**src/rtl/cart_bank_pkg.sv**
```systemverilog
package cart_bank_pkg;
  typedef enum logic [2:0] {
    MODE_NONE,
    MODE_NARROW,
    MODE_WSEL,
    MODE_WRAW,
    MODE_OFF
  } cart_mode_e;

  function automatic cart_mode_e decode_type(input logic [7:0] t);
    cart_mode_e m;
    if (t == 8'h00 || t == 8'h08 || t == 8'h09)      m = MODE_NONE;
    else if (t >= 8'h01 && t <= 8'h03)               m = MODE_NARROW;
    else if (t >= 8'h0F && t <= 8'h13)               m = MODE_WSEL;
    else if (t == 8'h05 || t == 8'h06 || t == 8'h22 ||
             (t >= 8'h15 && t <= 8'h17))             m = MODE_OFF;
    else                                             m = MODE_WRAW;
    return m;
  endfunction
endpackage

```
**src/rtl/cart_mode_latch.sv**
```systemverilog
module cart_mode_latch
  import cart_bank_pkg::*;
(
  input  logic       clk_i,
  input  logic       rst_ni,
  input  logic [7:0] cart_type_i,
  output cart_mode_e mode_o,
  output logic       cfg_done_o
);
  always_ff @(posedge clk_i or negedge rst_ni) begin
    if (!rst_ni) begin
      mode_o     <= MODE_NONE;
      cfg_done_o <= 1'b0;
    end else if (!cfg_done_o) begin
      mode_o     <= decode_type(cart_type_i);
      cfg_done_o <= 1'b1;
    end
  end


  mode_frozen_chk: assert property (@(posedge clk_i) disable iff (!rst_ni)
    cfg_done_o |=> $stable(mode_o) && cfg_done_o);
endmodule

```
**src/rtl/cart_bank_regs.sv**
```systemverilog
module cart_bank_regs
  import cart_bank_pkg::*;
#(
  parameter int ROM_BANK_W = 7,
  parameter int RAM_BANK_W = 2,
  parameter int NARROW_W   = 5
) (
  input  logic                  clk_i,
  input  logic                  rst_ni,
  input  cart_mode_e            mode_i,
  input  logic                  we_i,
  input  logic [2:0]            sel_i,
  input  logic [7:0]            wdata_i,
  input  logic [ROM_BANK_W:0]   rom_banks_i,
  output logic [ROM_BANK_W-1:0] rom_bank_o,
  output logic [RAM_BANK_W-1:0] ram_bank_o,
  output logic                  ram_en_o
);
  localparam int RAM_BANKS = 1 << RAM_BANK_W;

  logic [ROM_BANK_W-1:0] cand;
  logic [NARROW_W-1:0]   low_n;
  logic [ROM_BANK_W-1:0] low_w;
  logic                  active, bank_ok;

  always_comb begin
    low_n = wdata_i[NARROW_W-1:0];
    low_w = wdata_i[ROM_BANK_W-1:0];
    cand  = rom_bank_o;
    unique case (mode_i)
      MODE_NARROW: begin
        cand[NARROW_W-1:0] = (low_n == '0) ? NARROW_W'(1) : low_n;
      end
      MODE_WSEL: cand = (low_w == '0) ? ROM_BANK_W'(1) : low_w;
      MODE_WRAW: cand = low_w;
      default:   cand = rom_bank_o;
    endcase
  end

  assign active  = (mode_i == MODE_NARROW) || (mode_i == MODE_WSEL) || (mode_i == MODE_WRAW);
  assign bank_ok = {1'b0, cand} < rom_banks_i;

  always_ff @(posedge clk_i or negedge rst_ni) begin
    if (!rst_ni) begin
      rom_bank_o <= ROM_BANK_W'(1);
      ram_bank_o <= '0;
      ram_en_o   <= 1'b0;
    end else if (we_i && active) begin
      if (sel_i == 3'd0) begin
        if (wdata_i == 8'h0A)      ram_en_o <= 1'b1;
        else if (wdata_i == 8'h00) ram_en_o <= 1'b0;
      end
      if (sel_i == 3'd1 && bank_ok) rom_bank_o <= cand;
      if (sel_i == 3'd2 && mode_i == MODE_WSEL && int'(wdata_i) < RAM_BANKS)
        ram_bank_o <= wdata_i[RAM_BANK_W-1:0];
    end
  end


  bank_nonzero_chk: assert property (@(posedge clk_i) disable iff (!rst_ni)
    (mode_i == MODE_NARROW || mode_i == MODE_WSEL) |-> rom_bank_o != '0);

  bank_in_range_chk: assert property (@(posedge clk_i) disable iff (!rst_ni)
    !$stable(rom_bank_o) |-> {1'b0, rom_bank_o} < rom_banks_i);

  ram_bank_hold_chk: assert property (@(posedge clk_i) disable iff (!rst_ni)
    mode_i != MODE_WSEL |=> $stable(ram_bank_o));

  en_hold_chk: assert property (@(posedge clk_i) disable iff (!rst_ni)
    (we_i && sel_i == 3'd0 && wdata_i != 8'h0A && wdata_i != 8'h00) |=> $stable(ram_en_o));

  idle_mode_chk: assert property (@(posedge clk_i) disable iff (!rst_ni)
    (mode_i == MODE_NONE || mode_i == MODE_OFF) |=> $stable(rom_bank_o) && $stable(ram_en_o));
endmodule

```
**src/rtl/cart_addr_map.sv**
```systemverilog
module cart_addr_map #(
  parameter int ROM_BANK_W = 7,
  parameter int RAM_BANK_W = 2,
  localparam int ROM_AW    = ROM_BANK_W + 14,
  localparam int RAM_AW    = RAM_BANK_W + 13
) (
  input  logic                  clk_i,
  input  logic                  rst_ni,
  input  logic [15:0]           addr_i,
  input  logic                  we_i,
  input  logic [ROM_BANK_W-1:0] rom_bank_i,
  input  logic [RAM_BANK_W-1:0] ram_bank_i,
  input  logic                  ram_en_i,
  input  logic [7:0]            ram_rdata_i,
  output logic [ROM_AW-1:0]     rom_addr_o,
  output logic [RAM_AW-1:0]     ram_addr_o,
  output logic                  ram_we_o,
  output logic [7:0]            bus_rdata_o
);
  logic in_ram;

  assign in_ram      = addr_i[15:13] == 3'b101;
  assign rom_addr_o  = {(addr_i[14] ? rom_bank_i : '0), addr_i[13:0]};
  assign ram_addr_o  = {ram_bank_i, addr_i[12:0]};
  assign ram_we_o    = we_i && in_ram && ram_en_i;
  assign bus_rdata_o = ram_en_i ? ram_rdata_i : 8'hFF;


  ram_gate_chk: assert property (@(posedge clk_i) disable iff (!rst_ni)
    !ram_en_i |-> !ram_we_o && bus_rdata_o == 8'hFF);
endmodule

```
**src/rtl/cart_bank_ctrl.sv**
```systemverilog
module cart_bank_ctrl
  import cart_bank_pkg::*;
#(
  parameter int ROM_BANK_W = 7,
  parameter int RAM_BANK_W = 2,
  parameter int NARROW_W   = 5,
  localparam int ROM_AW    = ROM_BANK_W + 14,
  localparam int RAM_AW    = RAM_BANK_W + 13
) (
  input  logic                  clk_i,
  input  logic                  rst_ni,
  input  logic [7:0]            cart_type_i,
  input  logic [ROM_BANK_W:0]   rom_banks_i,
  input  logic [15:0]           bus_addr_i,
  input  logic [7:0]            bus_wdata_i,
  input  logic                  bus_we_i,
  input  logic [7:0]            ram_rdata_i,
  output logic [ROM_AW-1:0]     rom_addr_o,
  output logic [ROM_BANK_W-1:0] rom_bank_o,
  output logic [RAM_BANK_W-1:0] ram_bank_o,
  output logic                  ram_en_o,
  output logic [RAM_AW-1:0]     ram_addr_o,
  output logic                  ram_we_o,
  output logic [7:0]            bus_ram_rdata_o
);
  cart_mode_e mode;
  logic       cfg_done;

  cart_mode_latch u_mode (
    .clk_i       (clk_i),
    .rst_ni      (rst_ni),
    .cart_type_i (cart_type_i),
    .mode_o      (mode),
    .cfg_done_o  (cfg_done)
  );

  cart_bank_regs #(
    .ROM_BANK_W (ROM_BANK_W),
    .RAM_BANK_W (RAM_BANK_W),
    .NARROW_W   (NARROW_W)
  ) u_regs (
    .clk_i       (clk_i),
    .rst_ni      (rst_ni),
    .mode_i      (mode),
    .we_i        (bus_we_i && cfg_done && !bus_addr_i[15]),
    .sel_i       (bus_addr_i[15:13]),
    .wdata_i     (bus_wdata_i),
    .rom_banks_i (rom_banks_i),
    .rom_bank_o  (rom_bank_o),
    .ram_bank_o  (ram_bank_o),
    .ram_en_o    (ram_en_o)
  );

  cart_addr_map #(
    .ROM_BANK_W (ROM_BANK_W),
    .RAM_BANK_W (RAM_BANK_W)
  ) u_map (
    .clk_i       (clk_i),
    .rst_ni      (rst_ni),
    .addr_i      (bus_addr_i),
    .we_i        (bus_we_i),
    .rom_bank_i  (rom_bank_o),
    .ram_bank_i  (ram_bank_o),
    .ram_en_i    (ram_en_o),
    .ram_rdata_i (ram_rdata_i),
    .rom_addr_o  (rom_addr_o),
    .ram_addr_o  (ram_addr_o),
    .ram_we_o    (ram_we_o),
    .bus_rdata_o (bus_ram_rdata_o)
  );
endmodule

```
**config.mk**
```make
export PLATFORM = sky130hd
export DESIGN_NAME = cart_bank_ctrl
export DESIGN_NICKNAME = d
export VERILOG_FILES = /design/src/rtl/cart_bank_pkg.sv /design/src/rtl/cart_mode_latch.sv /design/src/rtl/cart_bank_regs.sv /design/src/rtl/cart_addr_map.sv /design/src/rtl/cart_bank_ctrl.sv
export SDC_FILE = /design/constraint.sdc
export NUM_CORES = 1
export LEC_CHECK = 0
export BUFFER_PORTS_ARGS = -buffer_cell sky130_fd_sc_hd__buf_4
export CORE_ASPECT_RATIO = 1.25
export CORE_MARGIN = 10
export CORE_UTILIZATION = 46
export CTS_CLUSTER_SIZE = 40
export DETAILED_ROUTE_END_ITERATION = 8
export PLACE_DENSITY = 0.87
export SLEW_MARGIN = 20
export SYNTH_ARGS = -nofsm -noshare
export SYNTH_HDL_FRONTEND = slang
export SYNTH_SLANG_ARGS = --single-unit
export TNS_END_PERCENT = 20
```
**constraint.sdc**
```tcl
create_clock -name clk_i -period 4.1 [get_ports clk_i]
set_input_delay 0.41 -clock clk_i [delete_from_list [all_inputs] [get_ports clk_i]]
set_output_delay 0.41 -clock clk_i [all_outputs]
set_load 0.01 [all_outputs]
```
==> impl_metrics.json, run 1 <==
{
  "synth-seq-cells": 14,
  "post-place-ws_ps": 1080,
  "initial_core_util_pct": 47.1,
  "power.clock.fraction_pct": 19.3,
  "synthMuxAreaShare_pct": 5.74,
  "synth.cell_area_um2": 1610,
  "placed_cell_area_um2": 1900,
  "die_area_um2": 6290,
  "leakage_nw": 0.922,
  "worstSetupPathType": "flop to flop",
  "final_common_cell": "buf_4",
  "violations": "negative hold slack",
  "status": "finished with violations",
  "timing.final.crit_share_pct": 75.0,
  "synth_xor_area_share_pct": 0,
  "numCtsBuffers": 3,
  "rows": 24,
  "clkSlewWorstSetupHoldPaths_ps": 70,
  "syn-mean-instance-area_um2": 7.79,
  "rsz0062_at_grt": "false",
  "crit_path_start_kind": "flop",
  "required_ps": 4290,
  "p_sw_uw": 290,
  "layout.nets": 295,
  "grt.overflow.total": 0,
  "ir_drop_uv": 290,
  "fin_skew_ps": 8.83,
  "synth_compound_area_share_pct": 21.0,
  "ys_warn_count": 0,
  "finalMaxSlewViolations": 0,
  "core-area_um2": 3420,
  "yosys.area_share.adder_pct": 4.65,
  "drv_cap": 0,
  "cts_sinks": 14,
  "vias_per_cell": 6.03,
  "power_frac_seq_pct": 32.3,
  "hold_viol": 6,
  "end_kind": "flop",
  "wl_um": 4740,
  "first_global_vias": 1581,
  "syn2layout_area_growth_pct": 21.2,
  "cts_tree": "yes",
  "p_comb_share_pct": 48.3,
  "wire_per_inst_um": 17.2,
  "max_freq_ghz": 0.325,
  "setup_tns_ps": 0,
  "drive_gt1_share_pct": 31.6,
  "crit_fanout": 16,
  "slew_headroom_pct": 49.2,
  "port_buffers": 66,
  "drcViolationCount": 0,
  "p_int_uw": 450,
  "dr_wl_met3_um": 458,
  "htreeDepth": 1,
  "synthCells": 207,
  "ctsResizeCount": 0,
  "setup_ws_ps": 1020,
  "gp_congestion": 0.907,
  "cts_hold_buf": 0,
  "wl_met1_um": 1830,
  "finalSetupViolations": 0,
  "syn-num-nets": 264,
  "pwr_density_cell_nw_per_um2": 379,
  "arrival_ps": 3270,
  "grt_max_degree": 17,
  "rr_worst_depth": 9,
  "switching_share_pct": 39.2,
  "worst_slew_pin_slew_ps": 754,
  "grt_pass1_wl_um": 7420,
  "mostFrequentLayoutCells": "buf_4 (67), o21ai_0 (18), inv_1 (15)",
  "root_buffer": "clkbuf_8",
  "whs_ps": -7.51,
  "clk_path_buf_depth": 2,
  "top_layer_used": "met4",
  "clkLatencyLatePin_ps": 260,
  "die_w_um": 73.0,
  "die_height_um": 86.2,
  "ios": 106,
  "first_pass_iters": 6,
  "grt_use_total_pct": 14.2,
  "design_area_um2": 1950,
  "yosysUniqueCellTypes": 43,
  "synth_top_family_by_area": "simple AND/OR/NAND/NOR gates",
  "yosysSeqAreaShare_pct": 21.8,
  "drtAntennaViolNets": 0,
  "dr_wl_met2_um": 2350,
  "min_path_type": "input pin to async pin",
  "antenna_cells": 0,
  "post_cts_buffers": 0,
  "drt-initial-drc-count": 97,
  "hpwl_um": 3740,
  "synthSimpleGateAreaFrac_pct": 26.6,
  "antenna_found_initial": 0,
  "vias": 1664,
  "finalCriticalPeriod_ps": 3080
}
## cell families after synthesis
logic type | count (synthesis)
AO/OA/AOI/OAI | 46
adder cells (fa/ha/maj) | 6
buffers and inverters | 56
flip-flops | 14
multiplexers | 9
other | 1
AND/OR/NAND/NOR | 75
## critical path, stage by stage (launching register included)
cell and delay (ps):
dfrtp_1 440, or2b_1 290, mux2i_1 270, inv_1 90, ha_1 180, nor2b_1 120
or4b_1 700, or2_0 450, o311a_1 390, nand3_1 90
## layer usage
layer  vias to the layer above  GRT usage [%]
li1                        786              -
met1                       779           15.0
met2                        84           25.3
met3                        15           4.12
met4                         0           5.88
met5                         -              0
## cell type report
type	count	area, um^2
inverter	15	56.3
clock buffer	4	55.1
tap	39	48.8
sequential	14	352
multi-input combinational	137	940
timing repair buffer	67	503
fill	330	1470
## final timing paths
kind                                                        from                          endpoint  slack [ps]
worst max-delay path                u_mode.mode_o[1]$_DFFE_PN0N_  u_regs.rom_bank_o[5]$_DFFE_PN0P_        1020
worst min-delay path                                      rst_ni  u_regs.rom_bank_o[3]$_DFFE_PN0P_          -8
worst max register to register      u_mode.mode_o[1]$_DFFE_PN0N_  u_regs.rom_bank_o[5]$_DFFE_PN0P_        1020
worst min register to register  u_regs.ram_bank_o[0]$_DFFE_PN0P_  u_regs.ram_bank_o[0]$_DFFE_PN0P_         540
max in group asynchronous                                 rst_ni  u_regs.rom_bank_o[0]$_DFFE_PN1P_        3850
min in group clk_i                                bus_wdata_i[3]       u_regs.ram_en_o$_DFFE_PN0P_         440
## state kept, by name (all words and copies together), names as in the netlist
register           flops
u_regs.ram_bank_o      2
u_mode.mode_o          3
u_regs.rom_bank_o      7
u_regs.ram_en_o        1
u_mode.cfg_done_o      1
## cells in the mapped netlist
| master | number | area [um^2] |
|---|---|---|
| o2111ai_1 | 8 | 70.1 |
| nor2_1 | 6 | 22.5 |
| ha_1 | 6 | 75.1 |
| nand4b_1 | 2 | 17.5 |
| conb_1 | 1 | 3.75 |
| nand3_1 | 10 | 50.1 |
| o32ai_1 | 1 | 8.76 |
| a2111o_1 | 1 | 11.3 |
| dfrtp_1 | 13 | 325 |
| nor4_1 | 9 | 56.3 |
| nand3b_1 | 1 | 7.51 |
| a21oi_1 | 3 | 15.0 |
| and2_1 | 9 | 56.3 |
| clkbuf_1 | 7 | 26.3 |
| buf_1 | 3 | 11.3 |
| or2_0 | 1 | 6.26 |
| nor3_1 | 4 | 20.0 |
| nand2_1 | 12 | 45.0 |
| inv_1 | 15 | 56.3 |
| a41oi_1 | 1 | 8.76 |
| and3b_1 | 1 | 8.76 |
| mux2_2 | 2 | 22.5 |
| o31a_1 | 1 | 8.76 |
| buf_2 | 2 | 10.0 |
| and4b_1 | 1 | 10.0 |
| mux2i_1 | 7 | 70.1 |
| o211ai_1 | 2 | 15.0 |
| dfstp_2 | 1 | 26.3 |
| o21bai_4 | 1 | 18.8 |
| o311a_1 | 6 | 60.1 |
| nor3b_1 | 1 | 7.51 |
| a21o_1 | 1 | 7.51 |
| a22oi_1 | 1 | 7.51 |
| o21ai_0 | 18 | 90.1 |
| or4b_1 | 1 | 10.0 |
| or2b_1 | 1 | 7.51 |
| nand2b_1 | 9 | 56.3 |
| and4_1 | 1 | 8.76 |
| nor2b_1 | 4 | 25.0 |
| o41ai_1 | 2 | 17.5 |
| buf_4 | 29 | 218 |
| or4_1 | 1 | 7.51 |
| nand4_1 | 1 | 6.26 |
## through the flow
step | hold slack, ps | cells | util (%) | power (mW)
5_1_grt | 5.38 | 276 | 57.1 | 0.782
3_5_place_dp | 277 | 272 | 55.5 | 0.597
2_1_floorplan | 114 | 207 | - | 0.445
3_3_place_gp | 275 | 272 | 55.5 | 0.590
6_report | -7.51 | 276 | 57.1 | 0.740
4_1_cts | 3.11 | 276 | 57.1 | 0.740
## power groups by stage
stage / sequential [mW] / combinational, mW / clock [mW]
floorplan: 0.240 / 0.204 / 0
global placement: 0.240 / 0.351 / 0
detailed placement: 0.239 / 0.358 / 0
CTS: 0.238 / 0.359 / 0.143
global route: 0.244 / 0.391 / 0.147
finish: 0.239 / 0.358 / 0.143
(Power assumes the default switching activity.)
==> inputs of run 2 (changes only) <==
--- a/config.mk
+++ b/config.mk
@@ -5,13 +5,14 @@
 export SDC_FILE = /design/constraint.sdc
 export NUM_CORES = 1
 export LEC_CHECK = 0
+export ABC_AREA = 1
 export BUFFER_PORTS_ARGS = -buffer_cell sky130_fd_sc_hd__buf_4
 export CORE_ASPECT_RATIO = 1.25
 export CORE_MARGIN = 10
-export CORE_UTILIZATION = 46
+export CORE_UTILIZATION = 36
 export CTS_CLUSTER_SIZE = 40
 export DETAILED_ROUTE_END_ITERATION = 8
-export PLACE_DENSITY = 0.87
+export PLACE_DENSITY = 0.76
 export SLEW_MARGIN = 20
 export SYNTH_ARGS = -nofsm -noshare
 export SYNTH_HDL_FRONTEND = slang
==> constraint.sdc (replaced) <==
create_clock -name clk_i -period 2.5 [get_ports clk_i]
set_input_delay 0.25 -clock clk_i [delete_from_list [all_inputs] [get_ports clk_i]]
set_output_delay 0.25 -clock clk_i [all_outputs]
set_load 0.01 [all_outputs]
==> run 2 against run 1 <==
Compared with the run above:
- the flow now finishes without violations
- final cell count rose by 4.3%
- sequential cell count unchanged
- synthesized cell count unchanged
- global-route usage down 2.5 points
- final area is 9.1% lower
- worst setup slack got worse by 550 ps
- largest power group is now sequential cells
==> impl_metrics.json, run 2 <==
{
  "power_frac_seq_pct": 37.1,
  "drcViolationCount": 0,
  "root_buffer": "clkbuf_8",
  "globalRouteMet1Util_pct": 12.1,
  "vias": 1399,
  "drtAntennaViolNets": 0,
  "first_global_vias": 1334,
  "finalSetupViolations": 0,
  "die_area_um2": 6750,
  "end_kind": "flop",
  "mostFrequentLayoutCells": "buf_4 (66), nand2_1 (47), inv_1 (28)",
  "grt_pass1_wl_um": 6150,
  "synth-seq-cells": 14,
  "required_ps": 2640,
  "cts_sinks": 14,
  "yosysSeqAreaShare_pct": 25.3,
  "grt_use_total_pct": 11.7,
  "rsz0062_at_grt": "false",
  "leakage_nw": 0.994,
  "netlist_top_cells_count": "nand2_1 (47), buf_4 (29), inv_1 (28), nand3_1 (16)",
  "fin_skew_ps": 1.64,
  "crit_fanout": 8,
  "p_comb_share_pct": 34.7,
  "syn-mean-instance-area_um2": 6.70,
  "final_util_pct": 47.3,
  "cpPeakStageDelay_ps": 420,
  "layout.nets": 306,
  "numCtsBuffers": 3,
  "wire_per_inst_um": 13.9,
  "grt_max_degree": 15,
  "final_common_cell": "buf_4",
  "dp.cells": 283,
  "ir_drop_uv": 211,
  "largest_reg_flops": 7,
  "cp_slowest_cell": "dfrtp_1",
  "use_met2_pct": 20.5,
  "die_height_um": 89.4,
  "ios": 106,
  "antenna_found_initial": 0,
  "gp_congestion": 0.967,
  "setup_ws_ps": 477,
  "synth_top_area_cell": "dfrtp_1",
  "yosys.area.top_type_share_pct": 23.4,
  "cp_common_cell": "nand2_1",
  "synth.area.top_cells": "dfrtp_1 (23%), buf_4 (16%), nand2_1 (13%)",
  "finalPower_uw": 811,
  "drive_gt1_share_pct": 36.3,
  "crit_path_start_kind": "flop",
  "post-place-ws_ps": 580,
  "whs_ps": 288,
  "worstSetupPathType": "flop to flop",
  "synth_enable_flop_cells": 0,
  "clk_path_buf_depth": 2,
  "vias_per_cell": 4.86,
  "synth_ff_type": "dfrtp_1",
  "status": "complete, no violations",
  "gr-usage-met3_pct": 4.22,
  "crit_chain": "inv_2 -> nand2_2 -> o21ai_0 -> ha_1 -> nand4_1 -> o211ai_1 -> nor2_4 -> nand2_4 -> nand2_1 -> nand2_1",
  "top_regs": "u_regs.rom_bank_o (7), u_mode.mode_o (3), u_regs.ram_bank_o (2)",
  "pwr_density_cell_nw_per_um2": 457,
  "cts_hold_buf": 1,
  "die_w_um": 75.5,
  "rows": 25,
  "syn2layout_area_growth_pct": 28.0,
  "synthCells": 207,
  "ys_warn_count": 0,
  "hold_viol": 0,
  "initial_core_util_pct": 37.0,
  "antenna_cells": 0,
  "synth.cell_area_um2": 1390,
  "cts_tree": "yes",
  "clkLatencyLatePin_ps": 250,
  "regMostFlops": "u_regs.rom_bank_o",
  "hpwl_um": 3340,
  "htreeDepth": 1,
  "post_cts_buffers": 0,
  "core-area_um2": 3750,
  "p_sw_uw": 270,
  "yosysMostFrequentCell": "nand2_1",
  "ctsResizeCount": 0,
  "finalMaxSlewViolations": 0,
  "busiest_layer": "met2",
  "timing.final.crit_share_pct": 80.9,
  "syn-num-nets": 264,
  "yosysUniqueCellTypes": 29,
  "drv_cap": 0,
  "arrival_ps": 2170,
  "switching_share_pct": 33.3,
  "power.clock.fraction_pct": 28.2,
  "grt.overflow.total": 0,
  "min_path_type": "input pin to flop",
  "design_area_um2": 1780,
  "drt-initial-drc-count": 69,
  "setup_tns_ps": 0,
  "port_buffers": 66,
  "final_cell_count_no_fill": 288,
  "placed_cell_area_um2": 1710,
  "finalCriticalPeriod_ps": 2020,
  "first_pass_iters": 4,
  "clkSlewWorstSetupHoldPaths_ps": 60,
  "max_freq_ghz": 0.494,
  "wl_um": 4010,
  "async_flop_share_pct": 100,
  "p_int_uw": 541
}
-- run 2: per-layer routing --
metal  share of wire (%)  up-vias
li1                    -      713
met1                  36      616
met2                  50       56
met3                  12       14
met4                 2.0        0
met5                   0        -
-- run 2: cells by family after synthesis --
group                    Yosys count  share of synthesized area [%]
AO/OA/AOI/OAI                     22                           10.2
adder cells (fa/ha/maj)            6                           5.41
buffers and inverters             63                           24.9
flip-flops                        14                           25.3
other                              1                          0.270
AND/OR/NAND/NOR                  101                           33.9
-- run 2: cell type report --
type                            count  area (um^2)
Sequential cell                    14          352
Clock buffer                        4         55.1
Fill cell                         392         1980
Timing Repair Buffer               67          505
Multi-Input combinational cell    130          691
Inverter                           33          124
Tap cell                           40         50.0
-- run 2: critical path, delay by kind of cell, from the launching register on --
kind	cells	cell delay (ps)
AOI/OAI and AO/OA	2	420
adders and majority gates	1	310
buffers and inverters	1	100
DFF	1	420
and+or+nand+nor	6	670
-- run 2: path summary, 6_finish.rpt --
check,start,to,cells past startpoint,slack [ps]
max in group asynchronous,rst_ni,u_regs.rom_bank_o[0]$_DFFE_PN1P_,2,1870
min in group asynchronous,rst_ni,u_regs.rom_bank_o[3]$_DFFE_PN0P_,2,390
hold reg to reg,u_regs.rom_bank_o[0]$_DFFE_PN1P_,u_regs.rom_bank_o[0]$_DFFE_PN1P_,2,500
setup / recovery,u_mode.mode_o[2]$_DFFE_PN0N_,u_regs.rom_bank_o[4]$_DFFE_PN0P_,10,480
hold / removal,bus_wdata_i[1],u_regs.ram_bank_o[1]$_DFFE_PN0P_,3,290
setup reg to reg,u_mode.mode_o[2]$_DFFE_PN0N_,u_regs.rom_bank_o[4]$_DFFE_PN0P_,10,480
-- run 2: power groups by stage --
stage,logic [mW],clock network (mW),registers [mW]
floorplan,0.166,0,0.309
global placement,0.276,0,0.304
detailed placement,0.282,0,0.304
CTS,0.286,0.232,0.301
global route,0.319,0.243,0.306
finish,0.282,0.229,0.301
